==> src/rtl/irqf_pkg.sv <==
package irqf_pkg;

    localparam int FLAG_W   = 5;

    localparam int BIT_TXC  = 0;
    localparam int BIT_TXBL = 1;
    localparam int BIT_RXDV = 2;
    localparam int BIT_RXOF = 4;

    localparam int OFF_FLAGS  = 'h40;
    localparam int OFF_SET    = 'h44;
    localparam int OFF_CLEAR  = 'h48;
    localparam int OFF_ENABLE = 'h4C;

    localparam logic [FLAG_W-1:0] MASK_IMPL   = 5'b10111;
    localparam logic [FLAG_W-1:0] MASK_STICKY = 5'b10101;
    localparam logic [FLAG_W-1:0] GROUP_RX    = 5'b10100;
    localparam logic [FLAG_W-1:0] GROUP_TX    = 5'b00011;

    typedef enum logic [1:0] {
        KIND_RSVD,
        KIND_STICKY,
        KIND_LEVEL
    } flag_kind_e;

    typedef enum logic [2:0] {
        REG_NONE,
        REG_FLAGS,
        REG_SET,
        REG_CLEAR,
        REG_ENABLE
    } reg_sel_e;

    function automatic flag_kind_e kind_of(input int b);
        if (b == BIT_TXBL)
            return KIND_LEVEL;
        else if (MASK_STICKY[b])
            return KIND_STICKY;
        else
            return KIND_RSVD;
    endfunction

endpackage

==> src/rtl/irqf_bus_port.sv <==
module irqf_bus_port
    import irqf_pkg::*;
#(
    parameter int ADDR_W = 8,
    parameter int DATA_W = 32
) (
    input  logic              clk,
    input  logic              rst_n,
    input  logic              sel_i,
    input  logic              wr_i,
    input  logic [ADDR_W-1:0] addr_i,
    input  logic [DATA_W-1:0] wdata_i,
    input  logic [FLAG_W-1:0] flags_i,
    output logic [DATA_W-1:0] rdata_o,
    output logic [FLAG_W-1:0] set_mask_o,
    output logic [FLAG_W-1:0] clr_mask_o,
    output logic [FLAG_W-1:0] en_o
);

    reg_sel_e          region;
    logic              rd_req;
    logic              wr_req;
    logic              en_wr;
    logic [FLAG_W-1:0] wr_bits;
    logic [FLAG_W-1:0] en_q;
    logic [DATA_W-1:0] rd_word;
    logic [DATA_W-1:0] rdata_q;

    always_comb begin
        region = REG_NONE;
        if (addr_i == ADDR_W'(OFF_FLAGS))
            region = REG_FLAGS;
        else if (addr_i == ADDR_W'(OFF_SET))
            region = REG_SET;
        else if (addr_i == ADDR_W'(OFF_CLEAR))
            region = REG_CLEAR;
        else if (addr_i == ADDR_W'(OFF_ENABLE))
            region = REG_ENABLE;
    end

    assign rd_req  = sel_i && !wr_i;
    assign wr_req  = sel_i && wr_i;
    assign wr_bits = wdata_i[FLAG_W-1:0] & MASK_IMPL;
    assign en_wr   = wr_req && (region == REG_ENABLE);

    assign set_mask_o = (wr_req && region == REG_SET)   ? wr_bits : '0;
    assign clr_mask_o = (wr_req && region == REG_CLEAR) ? wr_bits : '0;

    always_ff @(posedge clk) begin
        if (!rst_n)
            en_q <= '0;
        else if (en_wr)
            en_q <= wr_bits;
    end

    always_comb begin
        rd_word = '0;
        unique case (region)
            REG_FLAGS:  rd_word = DATA_W'(flags_i);
            REG_ENABLE: rd_word = DATA_W'(en_q);
            default:    rd_word = '0;
        endcase
    end

    always_ff @(posedge clk) begin
        if (!rst_n)
            rdata_q <= '0;
        else
            rdata_q <= rd_req ? rd_word : '0;
    end

    assign rdata_o = rdata_q;
    assign en_o    = en_q;

    p_rdata_quiet_r10: assert property (@(posedge clk) disable iff (!rst_n)
        !$past(rd_req) |-> (rdata_o == '0));

    p_en_hold_r7: assert property (@(posedge clk) disable iff (!rst_n)
        !en_wr |=> $stable(en_q));

endmodule

==> src/rtl/irqf_flag_bank.sv <==
module irqf_flag_bank
    import irqf_pkg::*;
(
    input  logic              clk,
    input  logic              rst_n,
    input  logic [FLAG_W-1:0] hw_evt_i,
    input  logic              tx_level_i,
    input  logic [FLAG_W-1:0] set_mask_i,
    input  logic [FLAG_W-1:0] clr_mask_i,
    output logic [FLAG_W-1:0] flags_o
);

    for (genvar b = 0; b < FLAG_W; b++) begin : g_flag
        if (kind_of(b) == KIND_STICKY) begin : g_sticky
            logic bit_q;
            always_ff @(posedge clk) begin
                if (!rst_n)
                    bit_q <= 1'b0;
                else
                    bit_q <= hw_evt_i[b] | set_mask_i[b] | (bit_q & ~clr_mask_i[b]);
            end
            assign flags_o[b] = bit_q;
        end else if (kind_of(b) == KIND_LEVEL) begin : g_level
            logic bit_q;
            always_ff @(posedge clk) begin
                if (!rst_n)
                    bit_q <= 1'b0;
                else
                    bit_q <= tx_level_i;
            end
            assign flags_o[b] = bit_q;
        end else begin : g_rsvd
            assign flags_o[b] = 1'b0;
        end
    end

    p_hw_set_wins_r5: assert property (@(posedge clk) disable iff (!rst_n)
        (hw_evt_i != '0) |=> ((flags_o & $past(hw_evt_i)) == $past(hw_evt_i)));

    p_sw_set_r2: assert property (@(posedge clk) disable iff (!rst_n)
        ((set_mask_i & MASK_STICKY) != '0)
        |=> ((flags_o & $past(set_mask_i & MASK_STICKY)) == $past(set_mask_i & MASK_STICKY)));

    p_sw_clear_r3: assert property (@(posedge clk) disable iff (!rst_n)
        (((clr_mask_i & MASK_STICKY) != '0) && ((hw_evt_i & clr_mask_i) == '0)
         && ((set_mask_i & clr_mask_i) == '0))
        |=> ((flags_o & $past(clr_mask_i & MASK_STICKY)) == '0));

    p_level_follows_r6: assert property (@(posedge clk) disable iff (!rst_n)
        $past(rst_n) |-> (flags_o[BIT_TXBL] == $past(tx_level_i)));

endmodule

==> src/rtl/irqf_req_gen.sv <==
module irqf_req_gen
    import irqf_pkg::*;
(
    input  logic              clk,
    input  logic              rst_n,
    input  logic [FLAG_W-1:0] flags_i,
    input  logic [FLAG_W-1:0] en_i,
    output logic              irq_rx_o,
    output logic              irq_tx_o
);

    logic [FLAG_W-1:0] armed;
    logic              rx_q;
    logic              tx_q;

    assign armed = flags_i & en_i;

    always_ff @(posedge clk) begin
        if (!rst_n) begin
            rx_q <= 1'b0;
            tx_q <= 1'b0;
        end else begin
            rx_q <= |(armed & GROUP_RX);
            tx_q <= |(armed & GROUP_TX);
        end
    end

    assign irq_rx_o = rx_q;
    assign irq_tx_o = tx_q;

    p_irq_rx_r8: assert property (@(posedge clk) disable iff (!rst_n)
        $past(rst_n) |-> (irq_rx_o == |($past(flags_i & en_i) & GROUP_RX)));

    p_irq_tx_r9: assert property (@(posedge clk) disable iff (!rst_n)
        $past(rst_n) |-> (irq_tx_o == |($past(flags_i & en_i) & GROUP_TX)));

endmodule

==> src/rtl/irqf_unit.sv <==
module irqf_unit
    import irqf_pkg::*;
#(
    parameter int ADDR_W = 8,
    parameter int DATA_W = 32
) (
    input  logic              clk,
    input  logic              rst_n,
    input  logic              reg_sel,
    input  logic              reg_wr,
    input  logic [ADDR_W-1:0] reg_addr,
    input  logic [DATA_W-1:0] wr_data,
    output logic [DATA_W-1:0] rd_data,
    input  logic              ev_tx_done,
    input  logic              tx_room,
    input  logic              ev_rx_avail,
    input  logic              ev_rx_ovf,
    output logic              irq_rx,
    output logic              irq_tx
);

    logic [FLAG_W-1:0] flags;
    logic [FLAG_W-1:0] set_mask;
    logic [FLAG_W-1:0] clr_mask;
    logic [FLAG_W-1:0] en_mask;
    logic [FLAG_W-1:0] hw_evt;

    always_comb begin
        hw_evt           = '0;
        hw_evt[BIT_TXC]  = ev_tx_done;
        hw_evt[BIT_RXDV] = ev_rx_avail;
        hw_evt[BIT_RXOF] = ev_rx_ovf;
    end

    irqf_bus_port #(
        .ADDR_W (ADDR_W),
        .DATA_W (DATA_W)
    ) u_port (
        .clk        (clk),
        .rst_n      (rst_n),
        .sel_i      (reg_sel),
        .wr_i       (reg_wr),
        .addr_i     (reg_addr),
        .wdata_i    (wr_data),
        .flags_i    (flags),
        .rdata_o    (rd_data),
        .set_mask_o (set_mask),
        .clr_mask_o (clr_mask),
        .en_o       (en_mask)
    );

    irqf_flag_bank u_flags (
        .clk        (clk),
        .rst_n      (rst_n),
        .hw_evt_i   (hw_evt),
        .tx_level_i (tx_room),
        .set_mask_i (set_mask),
        .clr_mask_i (clr_mask),
        .flags_o    (flags)
    );

    irqf_req_gen u_req (
        .clk      (clk),
        .rst_n    (rst_n),
        .flags_i  (flags),
        .en_i     (en_mask),
        .irq_rx_o (irq_rx),
        .irq_tx_o (irq_tx)
    );

    p_reset_quiet_r1: assert property (@(posedge clk)
        !rst_n |=> (rd_data == '0 && !irq_rx && !irq_tx));

endmodule

==> config.mk <==
export PLATFORM = sky130hd
export DESIGN_NAME = irqf_unit
export DESIGN_NICKNAME = d
export VERILOG_FILES = /design/src/rtl/irqf_pkg.sv /design/src/rtl/irqf_bus_port.sv /design/src/rtl/irqf_flag_bank.sv /design/src/rtl/irqf_req_gen.sv /design/src/rtl/irqf_unit.sv
export SDC_FILE = /design/constraint.sdc
export NUM_CORES = 1
export LEC_CHECK = 0
export ABC_AREA = 1
export BUFFER_PORTS_ARGS = -buffer_cell sky130_fd_sc_hd__buf_2
export CAP_MARGIN = 25
export CORE_MARGIN = 2
export CORE_UTILIZATION = 30
export CTS_CLUSTER_DIAMETER = 200
export CTS_CLUSTER_SIZE = 28
export DETAILED_ROUTE_END_ITERATION = 10
export GPL_ROUTABILITY_DRIVEN = 1
export GPL_TIMING_DRIVEN = 1
export PLACE_DENSITY_LB_ADDON = 0.3
export SYNTH_ARGS = -nofsm -noshare
export SYNTH_HDL_FRONTEND = slang
export SYNTH_SLANG_ARGS = --single-unit
==> constraint.sdc <==
create_clock -name clk -period 2.4 [get_ports clk]
set_clock_uncertainty 0.05 [all_clocks]
set_input_delay 0.12 -clock clk [delete_from_list [all_inputs] [get_ports clk]]
set_output_delay 0.12 -clock clk [all_outputs]
set_load 0.005 [all_outputs]
==> run_results.csv, run 1 <==
group,metric,value,unit
power,p_int,0.000348,W
critical_path,crit_fanout,1,
finish,antennaDiodeCount,0,
placement,io_buffers,25,
cts,postCtsHoldBufs,1,
synth,ys_warn_count,0,
route,vias,674,
global_route,grt_pass1_vias,587,
global_route,grt_use_total,0.0932,
critical_path,end_kind,"output pin",
timing,min_period,0.862,ns
power,p_clk_frac,0.363,
cts,clk_latency,0.28,ns
floorplanning,pin_count,82,
global_route,grt_pass1_wl,2350,um
floorplanning,num_rows,18,
finish,final_util,0.365,
finish,final_cells,169,
route,drtAntennaViolNets,0,
timing,max_freq,1160,MHz
power,p_seq_frac,0.525,
placement,dp_hpwl,1220,um
synth,synth.distinct_cells,16,
cts,cts_setup_buffers,0,
synth,syn_avg_cell_area,7.45,um^2
critical_path,worst-setup-path-type,"reg2out",
critical_path,crit_required,2.23,ns
synth,synth.most_common_cell,"buf_4",
route,vias_per_cell,3.99,
synth,netlist_instances,110,
synth,synthTopCellsByArea,"dfxtp_1 (34%), buf_4 (26%), nand2_1 (8.7%)",
outcome,status,"completed",
synth,synth_largest_area_cell,"dfxtp_1",
critical_path,critPathTopFamily,"flip-flops",
synth,synth_common_cells,"buf_4 (28), nand2_1 (19), dfxtp_1 (14)",
cts,clockBufferDepth,2,
cts,htreeDepth,1,
route,drc,0,
synth,synth_edf_count,0,
power,p_leak,0.444,nW
power,swShare,0.240,
timing,period_share,0.359,
cts,clkTransAtPathRegs,0.08,ns
critical_path,crit_arrival,0.69,ns
route,drt-initial-drc-count,9,
synth,ys_seq_elements,14,
cts,cts-resized-gates,0,
timing,setup_tns,0,ns
synth,synth_top_area_frac,0.342,
critical_path,slowest_delay,0.30,ns
critical_path,crit_slowest_cell,"dfxtp_1",
timing,rsz0062_at_grt,"false",
route,routed_wl,1450,um
synth,syn_area,820,um^2
floorplanning,die_y,56.3,um
finish,drive_above_1_share,0.266,
min_path,min_path_type,"in2reg",
power,powerDensity,498,nW/um^2
synth,async_flop_share,0,
critical_path,start_kind,"flip-flop",
critical_path,path_cells,"buf_2",
power,comb_power_share,0.113,
timing,setup_viol,0,
synth,synth_ff_type,"dfxtp_1",
cts,cts_buffers,3,
cts,cts_tree,"built",
global_route,grt_overflow,0,
critical_path,critPathBufInv,1,
global_route,antenna_found_initial,0,
floorplanning,core,2520,um^2
route,first_pass_iters,4,
finish,areaGrowthSynthToFinish,12.2,%
synth,synth-seq-area-share,0.342,
floorplanning,start_util,0.325,
floorplanning,dieArea,3170,um^2
cts,clock-sinks,14,
placement,globalplace.congestion,0.704,
flow_run,max_cap_violations,0,
timing,hold_viol,0,
floorplanning,die_w,56.3,um
cts,cts-root-buf,"clkbuf_4",
finish,layout.nets,188,
power,vdd_drop_max,0.000301,V
power,p_switching,0.000110,W
route,wl_per_cell,8.56,um
timing,slew_violations,0,
placement,place_inst,164,
global_route,grt_max_degree,9,
-- tightest hold or removal path, cell delays in order --
cell     delay [ns]
buf_2          0.07
a21oi_1        0.03
a21oi_1        0.10
-- worst paths after layout --
kind / from / to / slack [ns] / cells past startpoint
worst max-delay path: u_port.rdata_o[1]$_SDFF_PN0_ / rd_data[1] / 1.54 / 1
worst min-delay path: ev_tx_done / u_flags.g_flag[0].g_sticky.bit_q$_SDFF_PN0_ / 0.03 / 3
worst max register to register: u_flags.g_flag[2].g_sticky.bit_q$_SDFF_PN0_ / u_port.rdata_o[2]$_SDFF_PN0_ / 1.70 / 2
worst min register to register: u_flags.g_flag[1].g_level.bit_q$_SDFF_PN0_ / u_req.irq_tx_o$_SDFF_PN0_ / 0.42 / 2
-- placed cells by master (no fill, tap or decap) --
cell type,count
a21oi_1,12
buf_2,25
clkbuf_4,3
clkbuf_8,1
clkinv_2,1
conb_1,28
dfxtp_1,14
dlygate4sd3_1,1
inv_1,6
nand2_1,19
nand2_2,2
nand3_1,5
nand3_4,1
nand3b_1,1
nor2_1,12
nor2_2,1
nor2_4,2
nor3_2,1
o21ai_0,4
-- power groups by stage --
stage,clock (W),sequential [W],combinational [W]
2_1_floorplan,0,0.000245,0.0000597
3_3_place_gp,0,0.000246,0.0000496
3_5_place_dp,0,0.000246,0.0000500
4_1_cts,0.000172,0.000240,0.0000513
5_1_grt,0.000181,0.000241,0.0000594
6_report,0.000166,0.000241,0.0000516
-- area by class of cell --
type,count,area [um^2]
Clock buffer,4,36.3
Fill cell,287,1600
Inverter,7,27.5
Multi-Input combinational cell,88,403
Sequential cell,14,280
Tap cell,30,37.5
Timing Repair Buffer,26,135
-- per-layer routing --
| metal | vias up | part of all wire | global-route usage |
|---|---|---|---|
| li1 | 350 | - | - |
| met1 | 288 | 0.39 | 0.0968 |
| met2 | 34 | 0.51 | 0.165 |
| met3 | 2 | 0.099 | 0.0507 |
| met4 | 0 | 0.0041 | 0.0204 |
| met5 | - | 0 | 0 |
-- per-stage QoR --
step | hold slack [ns] | area, um^2 | worst slack (ns) | power [W]
final | 0.0316 | 920 | 1.54 | 0.000458
after global routing | 0.0424 | 920 | 1.47 | 0.000481
after CTS | 0.0289 | 920 | 1.52 | 0.000464
after floorplan | 0.163 | 921 | 1.48 | 0.000304
after global placement | 0.258 | 873 | 1.30 | 0.000295
after detailed placement | 0.256 | 873 | 1.28 | 0.000296
-- registers in the layout, summed over array words and instances (netlist names) --
register	cells
u_flags.g_flag.g_level.bit_q	1
u_flags.g_flag.g_sticky.bit_q	3
u_port.en_o	4
u_port.rdata_o	4
u_req.irq_rx_o	1
u_req.irq_tx_o	1
-- cells by family after synthesis --
| logic type | share of synthesized area |
|---|---|
| flops | 0.342 |
| buf+inv | 0.290 |
| other cells | 0.00458 |
| compound gates | 0.0977 |
| simple gates | 0.266 |
No activity file was read; power rests on OpenSTA's default activity.
==> run 2, diff against run 1 <==
- clock period: 2.4 -> 0.8 ns (I/O delays scaled with it)
==> run 2 against run 1 <==
Effect of this change: total power rose to 3.1 times the previous value; critical path type unchanged; sequential share of layout area fell by 3.2 points; final cell count rose by 5.9%; sequential power rose to 3.0 times the previous value; clock power rose to 3.0 times the previous value; utilization rose by 4.3 points; first-iteration DRC count did not move; worst hold slack got worse by 0.030 ns; highest routed layer unchanged; worst setup slack got worse by 1.5 ns; largest cell class unchanged; register-to-register slack got worse by 1.6 ns.
==> run_results.csv, run 2 (same netlist as run 1, synthesis figures left out) <==
group,metric,value,unit
outcome,status,"completed",
route,drtAntennaViolNets,0,
placement,dp_hpwl,1310,um
cts,cts-resized-gates,0,
global_route,grt_max_degree,9,
critical_path,crit_required,0.71,ns
flow_run,max_cap_violations,0,
timing,slew_violations,0,
timing,rsz0062_at_grt,"true",
placement,place_ws,-0.203,ns
floorplanning,num_rows,18,
critical_path,path_cells,"buf_2",
global_route,grt_overflow,0,
cts,cts_buffers,3,
power,p_leak,0.489,nW
placement,io_buffers,25,
power,vdd_drop_max,0.000853,V
route,vias_per_cell,3.96,
cts,htreeDepth,1,
global_route,grt_use_total,0.101,
cts,clock-sinks,14,
timing,min_period,0.778,ns
placement,globalplace.congestion,0.761,
cts,clkTransAtPathRegs,0.09,ns
critical_path,crit_slowest_cell,"dfxtp_1",
global_route,antenna_found_initial,0,
timing,hold_viol,0,
cts,cts_tree,"built",
timing,max_freq,1280,MHz
power,p_int,0.00108,W
critical_path,critPathBufInv,1,
timing,period_share,0.973,
critical_path,critPathTopFamily,"flip-flops",
finish,antennaDiodeCount,0,
finish,fillers,284,
cts,clk_latency,0.28,ns
critical_path,crit_fanout,1,
critical_path,start_kind,"flip-flop",
route,routed_wl,1560,um
route,vias,708,
cts,cts_setup_buffers,0,
finish,areaGrowthSynthToFinish,25.3,%
floorplanning,die_y,56.3,um
global_route,grt_pass1_vias,618,
min_path,min_path_type,"in2reg",
finish,area.sequential,280,um^2
finish,multiInputGateArea,415,um^2
power,p_seq_frac,0.503,
route,drt-initial-drc-count,9,
power,powerDensity,1390,nW/um^2
timing,setup_tns,0,ns
finish,mostFrequentLayoutCells,"conb_1 (28), buf_2 (25), nand2_1 (19), dfxtp_1 (14), a21oi_1 (12)",
global_route,grt_pass1_wl,2570,um
critical_path,crit_arrival,0.69,ns
critical_path,slowest_delay,0.30,ns
power,swShare,0.246,
floorplanning,core,2520,um^2
power,comb_power_share,0.144,
cts,cts-root-buf,"clkbuf_4",
critical_path,end_kind,"output pin",
floorplanning,start_util,0.325,
route,first_pass_iters,4,
power,p_switching,0.000353,W
finish,drive_above_1_share,0.282,
critical_path,worst-setup-path-type,"reg2out",
finish,final_common_cell,"conb_1",
power,p_clk_frac,0.352,
floorplanning,die_w,56.3,um
route,wl_per_cell,8.72,um
floorplanning,pin_count,82,
route,drc,0,
finish,layout.nets,198,
timing,setup_viol,0,
floorplanning,dieArea,3170,um^2
timing,fin_ws,0.0217,ns
cts,clockBufferDepth,2,
## run 2: worst paths after layout
kind	start	slack, ns	endpoint	depth (start not counted)
min reg2reg	u_flags.g_flag[1].g_level.bit_q$_SDFF_PN0_	0.42	u_req.irq_tx_o$_SDFF_PN0_	2
min	wr_data[4]	0.002	u_port.en_o[4]$_SDFFE_PN0P_	3
max	u_port.rdata_o[2]$_SDFF_PN0_	0.02	rd_data[2]	1
max reg2reg	u_flags.g_flag[0].g_sticky.bit_q$_SDFF_PN0_	0.09	u_flags.g_flag[0].g_sticky.bit_q$_SDFF_PN0_	2
## run 2: area by class of cell
type | instances | area share
multi-input cells | 88 | 0.404
flip-flops and latches | 14 | 0.273
repair buffers | 36 | 0.222
well taps | 30 | 0.0365
clock buffers | 4 | 0.0353
inverters | 7 | 0.0292
## run 2: worst reg2reg max path, delay by kind of cell, from the launching register on
| family | cells | cell delay, ns |
|---|---|---|
| compound gates | 1 | 0.14 |
| flops | 1 | 0.38 |
| simple gates | 1 | 0.07 |
## run 2: per-layer routing
layer  GRT usage  part of all wire
met3      0.0369             0.096
met5           0                 0
met4      0.0204            0.0045
met2       0.187              0.51
met1       0.110              0.39
## run 2: power groups by stage
stage / Sequential [W] / Clock, W / Combinational [W]
detailed placement: 0.000738 / 0 / 0.000175
floorplan: 0.000734 / 0 / 0.000184
CTS: 0.000722 / 0.000511 / 0.000205
finish: 0.000721 / 0.000505 / 0.000206
global placement: 0.000738 / 0 / 0.000171
global route: 0.000723 / 0.000566 / 0.000233
## run 2: repair_timing
| action | in CTS | in global routing |
|---|---|---|
| endpoints found under the setup margin | 0 | 6 |
| hold buffers | 8 | 0 |
| endpoints found under the hold margin | 7 | 0 |
## run 2: stage by stage
stage          cell area [um^2]  hold WS [ns]  cells  total power (W)  utilization
3_3_place_gp                911         0.178    167         0.000909        0.361
6_report                   1030       0.00180    179          0.00143        0.407
2_1_floorplan               936        0.0835    137         0.000918            -
4_1_cts                    1030       0.00866    179          0.00144        0.407
5_1_grt                    1030        0.0145    179          0.00152        0.407
3_5_place_dp                911         0.181    167         0.000914        0.361
